$ cat src/rtl/tile_addr_pkg.sv
// Shared types for the tiled address generator.
// Assumes: only the two format classes below exist.
package tile_addr_pkg;

    typedef enum logic {
        FMT_PLAIN = 1'b0,   // 16x16 element tiles
        FMT_BLOCK = 1'b1    // 4x4 compressed-block tiles
    } fmt_e;

    localparam int PLAIN_EDGE_LOG2 = 4;
    localparam int BLOCK_EDGE_LOG2 = 2;
    localparam int IDX_W           = 2 * PLAIN_EDGE_LOG2;

endpackage

$ cat src/rtl/tile_swizzle.sv
// In-tile index: interleaves the low coordinate bits with each x bit XORed
// with its y partner. For block formats only the low two bit pairs count,
// and the upper index bits are held at zero.
// Assumes: x_in/y_in carry the coordinate bits inside the plain tile edge.
module tile_swizzle
    import tile_addr_pkg::*;
(
    input  fmt_e                       fmt,
    input  logic [PLAIN_EDGE_LOG2-1:0] x_in,
    input  logic [PLAIN_EDGE_LOG2-1:0] y_in,
    output logic [IDX_W-1:0]           idx
);

    // One bit pair per coordinate weight; the upper pairs exist only for plain tiles
    for (genvar i = 0; i < PLAIN_EDGE_LOG2; i++) begin : g_pair
        if (i < BLOCK_EDGE_LOG2) begin : g_always
            assign idx[2*i+1] = y_in[i];
            assign idx[2*i]   = x_in[i] ^ y_in[i];
        end else begin : g_plain_only
            assign idx[2*i+1] = (fmt == FMT_PLAIN) & y_in[i];
            assign idx[2*i]   = (fmt == FMT_PLAIN) & (x_in[i] ^ y_in[i]);
        end
    end

endmodule

$ cat src/rtl/tile_offset_calc.sv
// Combinational offset: splits a coordinate into tile column/row and in-tile
// bits, numbers tiles in raster order and appends the swizzled in-tile index.
// Flags coordinates outside the padded image and forces their offset to 0.
// Assumes: clk/rst_n serve only the guarding assertions.
module tile_offset_calc
    import tile_addr_pkg::*;
#(
    parameter  int TW_W  = 8,
    localparam int CRD_W = TW_W + PLAIN_EDGE_LOG2,
    localparam int OFS_W = 2 * TW_W + IDX_W
)(
    input  logic             clk,
    input  logic             rst_n,
    input  logic [TW_W-1:0]  tiles_w,
    input  logic [TW_W-1:0]  tiles_h,
    input  fmt_e             fmt,
    input  logic [CRD_W-1:0] x,
    input  logic [CRD_W-1:0] y,
    output logic [OFS_W-1:0] elem_ofs,
    output logic             err
);

    localparam int LIM_W = CRD_W + 1;
    localparam int TL_W  = 2 * TW_W;

    logic [LIM_W-1:0] lim_x, lim_y;
    logic [TW_W-1:0]  tile_col, tile_row;
    logic [TL_W-1:0]  tile_num;
    logic [IDX_W-1:0] idx;

    tile_swizzle u_swz (
        .fmt  (fmt),
        .x_in (x[PLAIN_EDGE_LOG2-1:0]),
        .y_in (y[PLAIN_EDGE_LOG2-1:0]),
        .idx  (idx)
    );

    // Padded image limits in elements for the selected tile edge
    always_comb begin
        if (fmt == FMT_BLOCK) begin
            lim_x = LIM_W'(tiles_w) << BLOCK_EDGE_LOG2;
            lim_y = LIM_W'(tiles_h) << BLOCK_EDGE_LOG2;
        end else begin
            lim_x = LIM_W'(tiles_w) << PLAIN_EDGE_LOG2;
            lim_y = LIM_W'(tiles_h) << PLAIN_EDGE_LOG2;
        end
    end

    // Tile column and row are the coordinate bits above the tile edge
    always_comb begin
        if (fmt == FMT_BLOCK) begin
            tile_col = x[BLOCK_EDGE_LOG2 +: TW_W];
            tile_row = y[BLOCK_EDGE_LOG2 +: TW_W];
        end else begin
            tile_col = x[PLAIN_EDGE_LOG2 +: TW_W];
            tile_row = y[PLAIN_EDGE_LOG2 +: TW_W];
        end
    end

    // Raster tile number, range flag and final element offset
    always_comb begin
        tile_num = TL_W'(tile_row) * TL_W'(tiles_w) + TL_W'(tile_col);
        err      = (LIM_W'(x) >= lim_x) || (LIM_W'(y) >= lim_y);
        if (err)
            elem_ofs = '0;
        else if (fmt == FMT_BLOCK)
            elem_ofs = (OFS_W'(tile_num) << (2 * BLOCK_EDGE_LOG2)) | OFS_W'(idx);
        else
            elem_ofs = (OFS_W'(tile_num) << IDX_W) | OFS_W'(idx);
    end

    AST_BLOCK_IDX_NARROW: assert property (@(posedge clk) disable iff (!rst_n)
        (fmt == FMT_BLOCK) |-> (idx[IDX_W-1:2*BLOCK_EDGE_LOG2] == '0));

    AST_TILE_IN_IMAGE: assert property (@(posedge clk) disable iff (!rst_n)
        !err |-> (tile_num < TL_W'(TL_W'(tiles_w) * TL_W'(tiles_h))));

endmodule

$ cat src/rtl/raster_walker.sv
// Raster walker: on a start pulse it latches the image configuration and steps
// x then y over every element of the padded image, one step per advance.
// Assumes: the caller asserts advance only when it takes the current coordinate.
module raster_walker
    import tile_addr_pkg::*;
#(
    parameter  int TW_W  = 8,
    localparam int CRD_W = TW_W + PLAIN_EDGE_LOG2
)(
    input  logic             clk,
    input  logic             rst_n,
    input  logic             start,
    input  logic [TW_W-1:0]  tiles_w,
    input  logic [TW_W-1:0]  tiles_h,
    input  fmt_e             fmt,
    input  logic [1:0]       bpe_log2,
    input  logic             advance,
    output logic             busy,
    output logic [CRD_W-1:0] x,
    output logic [CRD_W-1:0] y,
    output logic             last,
    output logic [TW_W-1:0]  lat_tiles_w,
    output logic [TW_W-1:0]  lat_tiles_h,
    output fmt_e             lat_fmt,
    output logic [1:0]       lat_bpe_log2
);

    logic [CRD_W-1:0] x_max, y_max;
    logic             x_end, y_end;

    // Last coordinate of each axis for the latched tile edge
    always_comb begin
        if (lat_fmt == FMT_BLOCK) begin
            x_max = (CRD_W'(lat_tiles_w) << BLOCK_EDGE_LOG2) - CRD_W'(1);
            y_max = (CRD_W'(lat_tiles_h) << BLOCK_EDGE_LOG2) - CRD_W'(1);
        end else begin
            x_max = (CRD_W'(lat_tiles_w) << PLAIN_EDGE_LOG2) - CRD_W'(1);
            y_max = (CRD_W'(lat_tiles_h) << PLAIN_EDGE_LOG2) - CRD_W'(1);
        end
        x_end = (x == x_max);
        y_end = (y == y_max);
        last  = busy && x_end && y_end;
    end

    // Start, step and stop of the walk
    always_ff @(posedge clk) begin
        if (!rst_n) begin
            busy         <= 1'b0;
            x            <= '0;
            y            <= '0;
            lat_tiles_w  <= '0;
            lat_tiles_h  <= '0;
            lat_fmt      <= FMT_PLAIN;
            lat_bpe_log2 <= '0;
        end else if (!busy) begin
            if (start && (tiles_w != '0) && (tiles_h != '0)) begin
                busy         <= 1'b1;
                x            <= '0;
                y            <= '0;
                lat_tiles_w  <= tiles_w;
                lat_tiles_h  <= tiles_h;
                lat_fmt      <= fmt;
                lat_bpe_log2 <= bpe_log2;
            end
        end else if (advance) begin
            if (x_end) begin
                x <= '0;
                if (y_end)
                    busy <= 1'b0;
                else
                    y <= y + CRD_W'(1);
            end else begin
                x <= x + CRD_W'(1);
            end
        end
    end

    AST_WALK_CONTINUES: assert property (@(posedge clk) disable iff (!rst_n)
        (busy && advance && !last) |=> busy);

    AST_WALK_STOPS_AFTER_LAST: assert property (@(posedge clk) disable iff (!rst_n)
        (busy && advance && last) |=> !busy);

    AST_WALK_IN_IMAGE: assert property (@(posedge clk) disable iff (!rst_n)
        busy |-> ((x <= x_max) && (y <= y_max)));

endmodule

$ cat src/rtl/tile_addr_gen.sv
// Top of the tiled address generator. It picks the coordinate source (walker
// while busy, otherwise a single lookup), computes the offset and holds it in
// one output register under a valid/ready handshake, with byte scaling.
// Assumes: the cfg_* inputs are stable whenever a lookup is presented.
module tile_addr_gen
    import tile_addr_pkg::*;
#(
    parameter  int TW_W   = 8,
    localparam int CRD_W  = TW_W + PLAIN_EDGE_LOG2,
    localparam int OFS_W  = 2 * TW_W + IDX_W,
    localparam int BYTE_W = OFS_W + 3
)(
    input  logic              clk,
    input  logic              rst_n,
    input  logic [TW_W-1:0]   cfg_tiles_w,
    input  logic [TW_W-1:0]   cfg_tiles_h,
    input  logic              cfg_block_fmt,
    input  logic [1:0]        cfg_bpe_log2,
    input  logic              req_valid,
    output logic              req_ready,
    input  logic [CRD_W-1:0]  req_x,
    input  logic [CRD_W-1:0]  req_y,
    input  logic              walk_start,
    output logic              walk_busy,
    output logic              o_valid,
    input  logic              o_ready,
    output logic [OFS_W-1:0]  o_elem_ofs,
    output logic [BYTE_W-1:0] o_byte_ofs,
    output logic              o_err,
    output logic              o_last
);

    logic             slot_free, walk_adv, req_take, load;
    logic [CRD_W-1:0] wk_x, wk_y;
    logic             wk_last;
    logic [TW_W-1:0]  wk_tw, wk_th;
    fmt_e             wk_fmt;
    logic [1:0]       wk_bpe;

    logic [CRD_W-1:0] src_x, src_y;
    logic [TW_W-1:0]  src_tw, src_th;
    fmt_e             src_fmt;
    logic [1:0]       src_bpe;
    logic             src_last;

    logic [OFS_W-1:0] calc_ofs;
    logic             calc_err;
    logic [1:0]       bpe_q;

    raster_walker #(.TW_W(TW_W)) u_walk (
        .clk          (clk),
        .rst_n        (rst_n),
        .start        (walk_start),
        .tiles_w      (cfg_tiles_w),
        .tiles_h      (cfg_tiles_h),
        .fmt          (fmt_e'(cfg_block_fmt)),
        .bpe_log2     (cfg_bpe_log2),
        .advance      (walk_adv),
        .busy         (walk_busy),
        .x            (wk_x),
        .y            (wk_y),
        .last         (wk_last),
        .lat_tiles_w  (wk_tw),
        .lat_tiles_h  (wk_th),
        .lat_fmt      (wk_fmt),
        .lat_bpe_log2 (wk_bpe)
    );

    // Handshake: walker has priority, lookups only while idle
    always_comb begin
        slot_free = !o_valid || o_ready;
        walk_adv  = walk_busy && slot_free;
        req_ready = !walk_busy && slot_free;
        req_take  = req_valid && req_ready;
        load      = walk_adv || req_take;
    end

    // Source selection between walker and single lookup
    always_comb begin
        if (walk_busy) begin
            src_x    = wk_x;
            src_y    = wk_y;
            src_tw   = wk_tw;
            src_th   = wk_th;
            src_fmt  = wk_fmt;
            src_bpe  = wk_bpe;
            src_last = wk_last;
        end else begin
            src_x    = req_x;
            src_y    = req_y;
            src_tw   = cfg_tiles_w;
            src_th   = cfg_tiles_h;
            src_fmt  = fmt_e'(cfg_block_fmt);
            src_bpe  = cfg_bpe_log2;
            src_last = 1'b0;
        end
    end

    tile_offset_calc #(.TW_W(TW_W)) u_calc (
        .clk      (clk),
        .rst_n    (rst_n),
        .tiles_w  (src_tw),
        .tiles_h  (src_th),
        .fmt      (src_fmt),
        .x        (src_x),
        .y        (src_y),
        .elem_ofs (calc_ofs),
        .err      (calc_err)
    );

    // Output register: loads on a take, clears once drained
    always_ff @(posedge clk) begin
        if (!rst_n) begin
            o_valid    <= 1'b0;
            o_elem_ofs <= '0;
            o_err      <= 1'b0;
            o_last     <= 1'b0;
            bpe_q      <= '0;
        end else if (load) begin
            o_valid    <= 1'b1;
            o_elem_ofs <= calc_ofs;
            o_err      <= calc_err;
            o_last     <= src_last;
            bpe_q      <= src_bpe;
        end else if (o_ready) begin
            o_valid    <= 1'b0;
            o_last     <= 1'b0;
        end
    end

    // Byte offset scaled by the element size of the held result
    always_comb begin
        o_byte_ofs = BYTE_W'(o_elem_ofs) << bpe_q;
    end

    AST_HOLD_WHILE_STALLED: assert property (@(posedge clk) disable iff (!rst_n)
        (o_valid && !o_ready) |=> (o_valid && $stable(o_elem_ofs) && $stable(o_err)
                                   && $stable(o_last) && $stable(o_byte_ofs)));

    AST_ERR_FORCES_ZERO: assert property (@(posedge clk) disable iff (!rst_n)
        (o_valid && o_err) |-> (o_elem_ofs == '0));

    AST_LAST_NEEDS_VALID: assert property (@(posedge clk) disable iff (!rst_n)
        o_last |-> o_valid);

    AST_NO_LOOKUP_IN_WALK: assert property (@(posedge clk) disable iff (!rst_n)
        (walk_busy && $past(walk_busy)) |-> !req_ready);

endmodule

$ cat config.mk
export PLATFORM = sky130hd
export DESIGN_NAME = tile_addr_gen
export DESIGN_NICKNAME = d
export VERILOG_FILES = /design/src/rtl/tile_addr_pkg.sv /design/src/rtl/tile_swizzle.sv /design/src/rtl/tile_offset_calc.sv /design/src/rtl/raster_walker.sv /design/src/rtl/tile_addr_gen.sv
export SDC_FILE = /design/constraint.sdc
export NUM_CORES = 1
export LEC_CHECK = 0
export BUFFER_PORTS_ARGS = -buffer_cell sky130_fd_sc_hd__buf_4
export CAP_MARGIN = 15
export CORE_UTILIZATION = 40
export DETAILED_ROUTE_END_ITERATION = 16
export PLACE_DENSITY_LB_ADDON = 0.3
export REMOVE_ABC_BUFFERS = 1
export SLEW_MARGIN = 20
export SYNTH_ARGS = -nofsm -noshare
export SYNTH_HDL_FRONTEND = slang
export SYNTH_SLANG_ARGS = --single-unit
export TNS_END_PERCENT = 30
$ cat constraint.sdc
create_clock -name clk -period 20.1 [get_ports clk]
set_clock_uncertainty 0.15 [all_clocks]
set_input_delay 1.005 -clock clk [delete_from_list [all_inputs] [get_ports clk]]
set_output_delay 1.005 -clock clk [all_outputs]
set_load 0.03 [all_outputs]
==> out/metrics.csv <==
metric,value,unit
clock_latency,350,ps
syn_inst,1026,
ys_ff_latch,73,
wire_per_inst,16.72,µm
viasPerCell,5.547,
gr-total-overflow,0,
m1WireLength,10.70,mm
cts_buffers,9,
grtUsageTotal,21.17,%
io_buffers,103,
final_antenna_net_count,0,
ir_drop,0.05863,mV
synth-main-ff-cell,dfxtp_1,
synth_top_family_by_area,simple AND/OR/NAND/NOR gates,
num-nets-final,1234,
dieHeight,147.7,µm
clk_pin_slew,60,ps
hp-class,flop to flop,
slew_headroom,40.04,%
synth-async-reset-ratio,0,%
ys_warn_count,0,
cp_data_arrival_time,6920,ps
leakage,4.167,nW
critical_path_class,flop to flop,
dp_hpwl,17.21,mm
rows,52,
synth-compound-area-share,13.98,%
drv_slew,0,
cts_root_buffer,clkbuf_16,
synth_xor_area_share,4.640,%
critPathRequiredTime,20220,ps
cts_max_level,3,
synthAdderAreaFrac,19.21,%
via_count,7527,
end_kind,flop,
worstMarginPinSlew,882.0,ps
dieArea,21820,µm²
place.gp.congestion,0.9052,
rsz0062_at_grt,false,
drive_gt1_share,18.12,%
clockBufferDepth,2,
first_pass_iters,5,
start_kind,flop,
finalCritPeriodShare,33.82,%
ys_types,69,
finalWirelength,22.69,mm
cts-hold-fix-buffers,0,
fin_hold_ws,350.8,ps
netlist_area,8494,µm²
area_growth,15.10,%
grt_pass1_wl,36.92,mm
postCtsSetupRepairBufs,0,
min_period,6799,ps
power,0.0008820,W
clock_sinks,73,
synthSimpleGateAreaFrac,22.21,%
synth.area.mux_share,16.23,%
powerDensity,90.21,nW/µm²
cts_resized,0,
grt_start_max_net_pins,71,
start_util,41.45,%
cap_violations,0,
grt_pass1_vias,7049,
core-area,20490,µm²
fin_tns_setup,0,ps
fp.dieW,147.7,µm
dr_wl_met3,1.071,mm
cts_tree,yes,
path_max_fanout,70,
io_pins,104,
antenna_found_initial,0,
synth_edf_count,0,
finalSetupViolations,0,
hold_violations,0,
top_layer_used,met4,
max_freq,0.1471,GHz
drc,0,
drt_iter0_drc,464,
antennaDiodeCount,0,
met2_length,10.58,mm
ys_seq_area_share,17.20,%
status,"complete, no violations",
synth_area_per_cell,8.279,µm²
area by class of cell:
type | count | area, µm²
Fill cell | 2021 | 10720
Multi-Input combinational cell | 809 | 6502
Sequential cell | 73 | 1464
Timing Repair Buffer | 111 | 853.3
Tap cell | 270 | 337.8
Inverter | 78 | 292.8
Clock buffer | 9 | 225.2
Clock inverter | 7 | 101.3
report_power, final:
group          internal (W)  switching, W
clock              0.000110     0.0000711
combinational      0.000222      0.000302
sequential         0.000157     0.0000206
total              0.000488      0.000394
cells by family after synthesis:
logic type | after synthesis
AOI/OAI and AO/OA | 180
xor gates and xnor gates | 45
adders and majority gates | 104
buffers and inverters | 144
DFF | 73
muxes | 111
and+or+nand+nor | 369
worst max-delay path: stages (launching register included):
cell and delay, ps:
dfxtp_2 310, buf_4 700, mux2_2 840, mux2i_1 700
nand2b_1 220, fa_1 410, inv_1 90, fa_1 420
ha_1 290, inv_1 50, fa_1 590, inv_1 60
ha_1 280, a21o_1 170, a21oi_1 210, o21a_1 160
o21ai_0 130, a41oi_1 280, nor2b_1 190, xnor2_1 150
a21oi_1 90, o21ai_0 200
sequential cells by signal (all words and copies together), names as in the netlist:
name / cells
u_walk.y: 12
u_walk.lat_fmt: 1
bpe_q: 2
u_walk.busy: 1
o_elem_ofs: 24
u_walk.x: 12
u_walk.lat_bpe_log2: 2
u_walk.lat_tiles_h: 8
o_valid: 1
o_last: 1
u_walk.lat_tiles_w: 8
o_err: 1
through the flow:
stage | std cells | setup WS (ps) | area, µm² | utilization [%]
2_1_floorplan | 960 | 12150 | 8233 | -
3_3_place_gp | 1340 | 13570 | 9412 | 45.92
3_5_place_dp | 1340 | 13320 | 9412 | 45.92
4_1_cts | 1356 | 13340 | 9738 | 47.52
5_1_grt | 1357 | 12830 | 9777 | 47.70
6_report | 1357 | 13300 | 9777 | 47.70
final timing paths:
check | start | endpoint | slack, ps | cells after the start
hold reg to reg | u_walk.x[1] | u_walk.x[1] | 350 | 2
setup / recovery | u_walk.busy | o_elem_ofs[16] | 13300 | 21
setup reg to reg | u_walk.busy | o_elem_ofs[16] | 13300 | 21
hold / removal | u_walk.x[1] | u_walk.x[1] | 350 | 2
cells in the mapped netlist, types with 3 or more instances:
cell type  number  area, µm²
a21oi_1        40      200.2
buf_1           6      22.52
a32oi_1         4      35.03
a211o_1         3      26.28
nor3b_1         3      22.52
nand4b_1        6      52.55
nor2b_1        43      269.0
mux2i_1        59      590.6
buf_2          11      55.05
o311ai_0        3      26.28
nor2_1         91      341.6
ha_1           60      750.7
and3_1          5      31.28
nor3_1          8      40.04
a21boi_0        7      52.55
o21a_1          6      45.04
xor2_1         17      148.9
o31ai_1         9      67.56
or4_1           5      37.54
nand3_1        11      55.05
nand4bb_1       3      33.78
or2_2           5      31.28
nand2b_1       22      137.6
xnor2_1        28      245.2
or3_1           6      37.54
clkbuf_1       49      183.9
and4_1          4      35.03
a22oi_1        13      97.59
mux2_2         33      371.6
nand2_1       106      397.9
inv_1          78      292.8
a31oi_1         5      31.28
o21ai_0        50      250.2
a211oi_1        4      30.03
a32o_1          3      30.03
nand3b_1        4      30.03
mux4_2         18      405.4
nor4_1         10      62.56
and2_1          6      37.54
fa_1           44      880.8
a21o_1          4      30.03
dfxtp_1        73       1461
nand4_1        21      131.4
o211ai_1       11      82.58
cells in the final DEF (no fill, tap or decap), types with 13 or more instances in the layout:
cell / count
dfxtp_1: 71
inv_1: 78
mux4_2: 18
xnor2_1: 28
fa_1: 44
mux2i_1: 55
xor2_1: 17
nand2b_1: 22
nor2_1: 91
buf_4: 110
a21oi_1: 40
o21ai_0: 50
nor2b_1: 43
nand2_1: 106
ha_1: 60
mux2_2: 33
nand4_1: 21
a22oi_1: 13
per-layer routing:
| metal | vias up | track usage, % |
|---|---|---|
| li1 | 3701 | - |
| met1 | 3602 | 29.43 |
| met2 | 202 | 34.10 |
| met3 | 22 | 2.963 |
| met4 | 0 | 6.031 |
| met5 | - | 0 |
Power figures use the tool's default switching activity.
